==> src/rtl/nrr_pkg.sv <==
package nrr_pkg;

    localparam int NRR_NUM_REGS   = 8;
    localparam int NRR_REG_IDX_W  = $clog2(NRR_NUM_REGS);
    localparam int NRR_STAT_FAIL  = 0;

    localparam logic [7:0] NRR_CMD_ENTER  = 8'h36;
    localparam logic [7:0] NRR_CMD_APPLY  = 8'h16;
    localparam logic [7:0] NRR_CMD_STATUS = 8'h70;

    typedef enum logic [3:0] {
        SQ_IDLE,
        SQ_ENTER,
        SQ_ADDR_LO,
        SQ_ADDR_HI,
        SQ_DATA,
        SQ_APPLY,
        SQ_WAIT_RDY,
        SQ_STAT_CMD,
        SQ_STAT_RD
    } nrr_state_e;

    typedef struct packed {
        logic       cmd;
        logic       addr;
        logic       wr;
        logic       rd;
        logic [7:0] dout;
    } nrr_bus_t;

    function automatic logic [7:0] nrr_reg_offset(input logic [NRR_REG_IDX_W-1:0] pos);
        logic [7:0] off;
        case (pos)
            3'd0:    off = 8'hCC;
            3'd1:    off = 8'hBF;
            3'd2:    off = 8'hAA;
            3'd3:    off = 8'hAB;
            3'd4:    off = 8'hCD;
            3'd5:    off = 8'hAD;
            3'd6:    off = 8'hAE;
            default: off = 8'hAF;
        endcase
        return off;
    endfunction

endpackage

==> src/rtl/nrr_param_ram.sv <==
module nrr_param_ram #(
    parameter int DEPTH = 64,
    parameter int AW    = $clog2(DEPTH)
) (
    input  logic          clk,
    input  logic          we,
    input  logic [AW-1:0] waddr,
    input  logic [7:0]    wdata,
    input  logic [AW-1:0] raddr,
    output logic [7:0]    rdata
);
    logic [7:0] mem [DEPTH];

    always_ff @(posedge clk) begin
        if (we) mem[waddr] <= wdata;
        rdata <= mem[raddr];
    end
endmodule

==> src/rtl/nrr_fsm.sv <==
module nrr_fsm
    import nrr_pkg::*;
#(
    parameter int MAX_LEVELS = 8,
    parameter int LVL_W      = $clog2(MAX_LEVELS),
    parameter int AW         = $clog2(MAX_LEVELS * NRR_NUM_REGS)
) (
    input  logic             clk,
    input  logic             rst,
    input  logic             start,
    input  logic [LVL_W-1:0] level,
    input  logic [LVL_W:0]   num_levels,
    input  logic             ready,
    input  logic [7:0]       din,
    input  logic [7:0]       ram_q,
    output logic [AW-1:0]    ram_raddr,
    output nrr_bus_t         bus,
    output logic             busy,
    output logic             done,
    output logic             fail
);
    localparam logic [NRR_REG_IDX_W-1:0] LAST_POS = NRR_REG_IDX_W'(NRR_NUM_REGS - 1);
    localparam logic [LVL_W:0]           LVL_CAP  = (LVL_W+1)'(MAX_LEVELS);

    nrr_state_e                 state;
    logic [NRR_REG_IDX_W-1:0]   pos;
    logic [LVL_W-1:0]           lvl_q;
    logic                       out_of_range;

    assign out_of_range = ({1'b0, level} >= num_levels) || ({1'b0, level} >= LVL_CAP);
    assign ram_raddr    = AW'(lvl_q) * AW'(NRR_NUM_REGS) + AW'(pos);
    assign busy         = (state != SQ_IDLE);

    always_ff @(posedge clk) begin
        if (rst) begin
            state <= SQ_IDLE;
            pos   <= '0;
            lvl_q <= '0;
            done  <= 1'b0;
            fail  <= 1'b0;
        end else begin
            done <= 1'b0;
            fail <= 1'b0;
            case (state)
                SQ_IDLE: if (start) begin
                    if (out_of_range) begin
                        fail <= 1'b1;
                    end else begin
                        lvl_q <= level;
                        pos   <= '0;
                        state <= SQ_ENTER;
                    end
                end
                SQ_ENTER:   state <= SQ_ADDR_LO;
                SQ_ADDR_LO: state <= SQ_ADDR_HI;
                SQ_ADDR_HI: state <= SQ_DATA;
                SQ_DATA: begin
                    if (pos == LAST_POS) begin
                        state <= SQ_APPLY;
                    end else begin
                        pos   <= pos + 1'b1;
                        state <= SQ_ADDR_LO;
                    end
                end
                SQ_APPLY:    state <= SQ_WAIT_RDY;
                SQ_WAIT_RDY: if (ready) state <= SQ_STAT_CMD;
                SQ_STAT_CMD: state <= SQ_STAT_RD;
                SQ_STAT_RD: begin
                    if (din[NRR_STAT_FAIL]) fail <= 1'b1;
                    else                    done <= 1'b1;
                    state <= SQ_IDLE;
                end
                default: state <= SQ_IDLE;
            endcase
        end
    end

    always_comb begin
        bus = '0;
        case (state)
            SQ_ENTER:    begin bus.cmd  = 1'b1; bus.dout = NRR_CMD_ENTER;       end
            SQ_ADDR_LO,
            SQ_ADDR_HI:  begin bus.addr = 1'b1; bus.dout = nrr_reg_offset(pos); end
            SQ_DATA:     begin bus.wr   = 1'b1; bus.dout = ram_q;               end
            SQ_APPLY:    begin bus.cmd  = 1'b1; bus.dout = NRR_CMD_APPLY;       end
            SQ_STAT_CMD: begin bus.cmd  = 1'b1; bus.dout = NRR_CMD_STATUS;      end
            SQ_STAT_RD:  bus.rd = 1'b1;
            default:     bus = '0;
        endcase
    end

    // status command only after ready was seen high
    a_r6_stat_after_ready: assert property (@(posedge clk) disable iff (rst)
        (state == SQ_STAT_CMD) |-> $past(ready));

    // never both result pulses, and each is a single cycle
    a_r7_one_result: assert property (@(posedge clk) disable iff (rst)
        $onehot0({done, fail}));
    a_r7_done_single: assert property (@(posedge clk) disable iff (rst)
        done |=> !done);

    // rejected level gives fail with no bus activity
    a_r10_reject_quiet: assert property (@(posedge clk) disable iff (rst)
        (start && !busy && out_of_range) |=> (fail && !busy && !(bus.cmd || bus.addr || bus.wr || bus.rd)));

    // a start while busy leaves the latched level untouched
    a_r9_level_held: assert property (@(posedge clk) disable iff (rst)
        (busy && $past(busy)) |-> $stable(lvl_q));

    // two address cycles carry the same offset
    a_r3_dup_offset: assert property (@(posedge clk) disable iff (rst)
        (state == SQ_ADDR_HI) |-> (bus.dout == $past(bus.dout)));
endmodule

==> src/rtl/nrr_read_retry_seq.sv <==
module nrr_read_retry_seq
    import nrr_pkg::*;
#(
    parameter int MAX_LEVELS = 8,
    localparam int LVL_W     = $clog2(MAX_LEVELS),
    localparam int DEPTH     = MAX_LEVELS * NRR_NUM_REGS,
    localparam int AW        = $clog2(DEPTH)
) (
    input  logic             clk,
    input  logic             rst,
    input  logic             cfg_we,
    input  logic [AW-1:0]    cfg_addr,
    input  logic [7:0]       cfg_wdata,
    input  logic [LVL_W:0]   num_levels,
    input  logic             start,
    input  logic [LVL_W-1:0] level,
    output logic             busy,
    output logic             done,
    output logic             fail,
    output logic             bus_cmd,
    output logic             bus_addr,
    output logic             bus_wr,
    output logic             bus_rd,
    output logic [7:0]       bus_dout,
    input  logic [7:0]       bus_din,
    input  logic             bus_ready
);
    logic [AW-1:0] ram_raddr;
    logic [7:0]    ram_q;
    nrr_bus_t      bus;

    nrr_param_ram #(.DEPTH(DEPTH), .AW(AW)) u_ram (
        .clk   (clk),
        .we    (cfg_we),
        .waddr (cfg_addr),
        .wdata (cfg_wdata),
        .raddr (ram_raddr),
        .rdata (ram_q)
    );

    nrr_fsm #(.MAX_LEVELS(MAX_LEVELS), .LVL_W(LVL_W), .AW(AW)) u_fsm (
        .clk        (clk),
        .rst        (rst),
        .start      (start),
        .level      (level),
        .num_levels (num_levels),
        .ready      (bus_ready),
        .din        (bus_din),
        .ram_q      (ram_q),
        .ram_raddr  (ram_raddr),
        .bus        (bus),
        .busy       (busy),
        .done       (done),
        .fail       (fail)
    );

    assign bus_cmd  = bus.cmd;
    assign bus_addr = bus.addr;
    assign bus_wr   = bus.wr;
    assign bus_rd   = bus.rd;
    assign bus_dout = bus.dout;

    // strobes are mutually exclusive
    a_r2_strobe_excl: assert property (@(posedge clk) disable iff (rst)
        $onehot0({bus_cmd, bus_addr, bus_wr, bus_rd}));

    // bus activity only while busy
    a_r8_bus_when_busy: assert property (@(posedge clk) disable iff (rst)
        (bus_cmd || bus_addr || bus_wr || bus_rd) |-> busy);
endmodule

==> config.mk <==
export PLATFORM = sky130hd
export DESIGN_NAME = nrr_read_retry_seq
export DESIGN_NICKNAME = d
export VERILOG_FILES = /design/src/rtl/nrr_pkg.sv /design/src/rtl/nrr_param_ram.sv /design/src/rtl/nrr_fsm.sv /design/src/rtl/nrr_read_retry_seq.sv
export SDC_FILE = /design/constraint.sdc
export NUM_CORES = 1
export LEC_CHECK = 0
export CAP_MARGIN = 20
export CELL_PAD_IN_SITES_DETAIL_PLACEMENT = 1
export CELL_PAD_IN_SITES_GLOBAL_PLACEMENT = 1
export CORE_MARGIN = 2
export CORE_UTILIZATION = 54
export CTS_CLUSTER_SIZE = 14
export DETAILED_ROUTE_END_ITERATION = 10
export PLACE_DENSITY_LB_ADDON = 0.3
export SETUP_SLACK_MARGIN = 0.1
export SYNTH_ARGS = -nofsm -noshare
export SYNTH_HDL_FRONTEND = slang
export SYNTH_SLANG_ARGS = --single-unit
==> constraint.sdc <==
create_clock -name clk -period 3.8 [get_ports clk]
set_input_delay 0.57 -clock clk [delete_from_list [all_inputs] [get_ports clk]]
set_output_delay 0.57 -clock clk [all_outputs]
set_load 0.03 [all_outputs]
==> results.md <==
Outcome:
- The flow ran to the end, and the final reports show no timing, DRC or antenna violations.

Critical path:
- For the worst setup path, the data arrival time is 2800 ps.
- For this run, the slowest stage of the critical path takes 680 ps.
- The largest individual stage delay along the critical path comes from the cell clkdlybuf4s50_1.
- Data on the critical path is required at its endpoint by 3230 ps.
- The worst setup path is captured at an output pin.
- The startpoint type of the worst setup path is a flop.
- The kind of cell adding the most delay to the critical path is simple AND/OR/NAND/NOR gates.
- The signal on the critical path passes through nand2b_1 > nor3_1 > a21o_1 > clkdlybuf4s50_1.
- In this run the worst path has a maximum fanout of 12.
- The count of buffering cells on the critical path with inverters included is 1.
- The start-to-end type of the worst setup path is reg2out.

Synthesis:
- edfxtp_1 takes more of the synthesized area than any other cell.
- The average cell area after synthesis is 20.44 um2.
- The synthesized cell area is 20770 um2.
- The net count of the mapped netlist is 1059.
- The number of distinct library cell variants in the gate-level netlist after synthesis is 50.
- The number of register bits inferred by synthesis is 532.
- Sequential cells were found to cover 75.95% of the synthesized design area.
- Counting flops with a built-in enable in the synthesized netlist gives 512.
- Counting every instance in the synthesized netlist gives 1016.
- The dominant register cell in the synthesized netlist is edfxtp_1.
- After synthesis, the share of flip-flops with an asynchronous set or reset is 0%.
- Yosys printed 0 warnings.
- The portion of synthesized cell area occupied by the leading cell type is 74.02%.
- By area the synthesized netlist is led by edfxtp_1, mux4_2, dfxtp_1, nor2_1, a22oi_1.

Global route:
- Summed over all layers, the global routing overflow is 0.
- The number of antenna violations at the first check in global routing is 1.
- Across every metal layer, demand over resource in global routing totals 25.49%.
- The number of global-route vias before repair is 11350.
- The global-route wire length before repair is 74680 um.
- Entering global routing, the biggest net connects 85 pins.

Pwr:
- The overall power is 12.36 mW.
- The share of total power dissipated in combinational logic is 3.4%.
- VDD sags by at most 0.0003588 V.
- The power per cell area is 514.1 nW/um2.
- The clock network fraction of design power is 44.0%.
- The internal power of the cells totals 9.876 mW.
- Net switching is 20.13% of the power.
- The switching power is 2.489 mW.
- The register share of total power is 52.7%.
- The reported leakage power is 7.562 nW.

Floorplan:
- In this run the core area contains 71 standard-cell rows.
- The starting density of the core is 55.01%.
- The core region is 37760 um2.
- The overall die height is 200.1 um.
- The number of ports placed on the die boundary is 49.
- The area enclosed by the die boundary is 40050 um2.
- Measured along the x axis, the die boundary spans 200.1 um.

Min path:
- The worst min-delay path class is in2reg.

Routing:
- The final antenna-violating net count is 0.
- Before antenna repair, the detailed router went through 5 iterations.
- The final route contains 10670 vias.
- After detailed routing, the number of remaining DRC violations is 0.
- Dividing the detail-routed wire length by the instance count gives 29.56 um.
- The number of vias per cell is 6.310.
- The first routing iteration left 1025 violations.
- The routed wire length is 49980 um.

Clocking:
- The number of sinks handled by clock tree synthesis is 532.
- The total setup buffers inserted after CTS is 0.
- The number of H-tree levels is 2.
- The clock latency of the later-clocked register in the worst-skew pair is 590 ps.
- The number of hold buffers added after CTS is 0.
- The buffer depth of the longest clock path is 3.
- Once the clock tree was built, the resizer swapped 0 gates to a different size.
- The buffer type at the clock tree root is clkbuf_16.
- TritonCTS built the clock tree.
- Clock-pin slew was measured on the worst setup and hold paths at 60 ps.
- The number of buffers added by the clock tree synthesis step is 52.

Finish:
- Leaving out fill and tap cells, the most frequent cells in the layout are edfxtp_1, mux4_2, nor2_1, buf_4, clkbuf_16.
- The layout cell share with drive strength beyond 1 is 26.44%.
- The area added between synthesis and finish is 15.79%.
- The library cell used most frequently in the layout, excluding fill and tap cells, is edfxtp_1.
- The net total in the final layout is 1180.
- The number of antenna diodes in the final layout is 0.

Placement:
- At the end of routability-driven placement, the weighted congestion stood at 0.8063.
- During placement, the flow inserted port buffers numbering 41.
- The pre-CTS worst setup slack is 805.9 ps.
- The wire-length estimate of the detail-placed layout is 29480 um.

Timing:
- The number of pins with negative max-slew slack in the final report was 0.
- On the final layout, the worst clock skew is 22.51 ps.
- The maximum clock frequency is 0.2964 GHz.
- The worst-margin pin slew is 937.4 ps.
- The post-route clock period utilization is 88.78%.
- Across all setup checks in the final design, the least slack found is 426.3 ps.
- Headroom to the max-slew limit came out at 37.50%.
- The final period demand of the worst path is 3374 ps.
- After routing, the total negative slack on setup checks comes to 0 ps.
- Setup repair after global routing left no endpoint under its margin.
- The number of failing hold endpoints at the final stage is 0.
- The number of endpoints failing setup at the final stage is 0.

Job:
- The tool flagged a number of max-cap violations equal to 0.
final cells by class:
cell class | instances | area [um2]
fill | 3126 | 13710
multi-input combinational | 419 | 4676
tap | 511 | 639.4
timing repair buffer | 123 | 1109
sequential | 532 | 15780
inverter | 9 | 33.78
clock buffer | 61 | 1376
clock inverter | 36 | 432.9
registers in the layout (all words and copies together) (netlist names):
name         cells
u_fsm.lvl_q      3
u_ram.rdata      8
u_fsm.state      4
u_ram.mem      512
u_fsm.pos        3
u_fsm.done       1
u_fsm.fail       1
per-stage QoR:
step | area, um2 | utilization (%) | hold WS, ps | cells
6_report | 24050 | 63.70 | 429.7 | 1691
5_1_grt | 24050 | 63.70 | 441.2 | 1691
4_1_cts | 23910 | 63.33 | 536.2 | 1683
3_5_place_dp | 22100 | 58.54 | 658.5 | 1586
3_3_place_gp | 22100 | 58.54 | 673.7 | 1586
2_1_floorplan | 20770 | - | 590.3 | 1016
power by group through the flow:
stage                     clock (mW)  combinational, mW  sequential (mW)
final                           5.43              0.415             6.51
after global routing            5.69              0.442             6.52
after CTS                       5.50              0.398             6.52
after detailed placement           0              0.391             6.64
after global placement             0              0.369             6.63
after floorplan                    0              0.169             6.62
cell families (layout without fill, tap and decap cells):
logic type               Yosys count  in the layout  share of synthesized area [%]
adder cells (fa/ha/maj)            9              9                         0.5422
multiplexers                     138            138                          14.61
buffers and inverters             65            229                          1.572
AND/OR/NAND/NOR                  159            159                          3.482
flip-flops                       532            532                          75.95
AO/OA/AOI/OAI                    113            113                          3.843
Yosys cell counts, types with 3 or more instances:
master	n
dfxtp_1	20
buf_1	3
o21ai_0	5
buf_6	3
mux4_2	132
buf_2	12
and2_1	6
mux2i_1	5
a21o_1	3
a221oi_1	6
a21oi_1	32
a211oi_1	3
nand2_1	20
nand3_1	9
nor2_1	85
buf_4	6
clkbuf_1	30
nand2b_1	7
a22o_1	11
nor3_1	11
inv_1	9
ha_1	9
nor2b_1	6
a22oi_1	29
edfxtp_1	512
a31oi_1	6
a221o_1	6
final timing paths:
check | start | endpoint | slack [ps] | cells after the start
worst min-delay path | cfg_wdata[2] | u_ram.mem[18][2] | 430 | 1
worst max-delay path | u_fsm.state[2] | bus_dout[3] | 430 | 4
worst min register to register | u_fsm.pos[0] | u_fsm.pos[0] | 640 | 3
worst max register to register | u_fsm.pos[0] | u_ram.rdata[6] | 830 | 6
routing by layer:
layer | vias up | GRT usage [%] | share of wire, %
met5 | - | 0 | 0
met4 | 0 | 8.449 | 2.7
met3 | 77 | 4.133 | 7.2
met2 | 508 | 41.34 | 50
met1 | 5629 | 35.92 | 40
li1 | 4457 | - | -
Power figures use the tool's default switching activity.
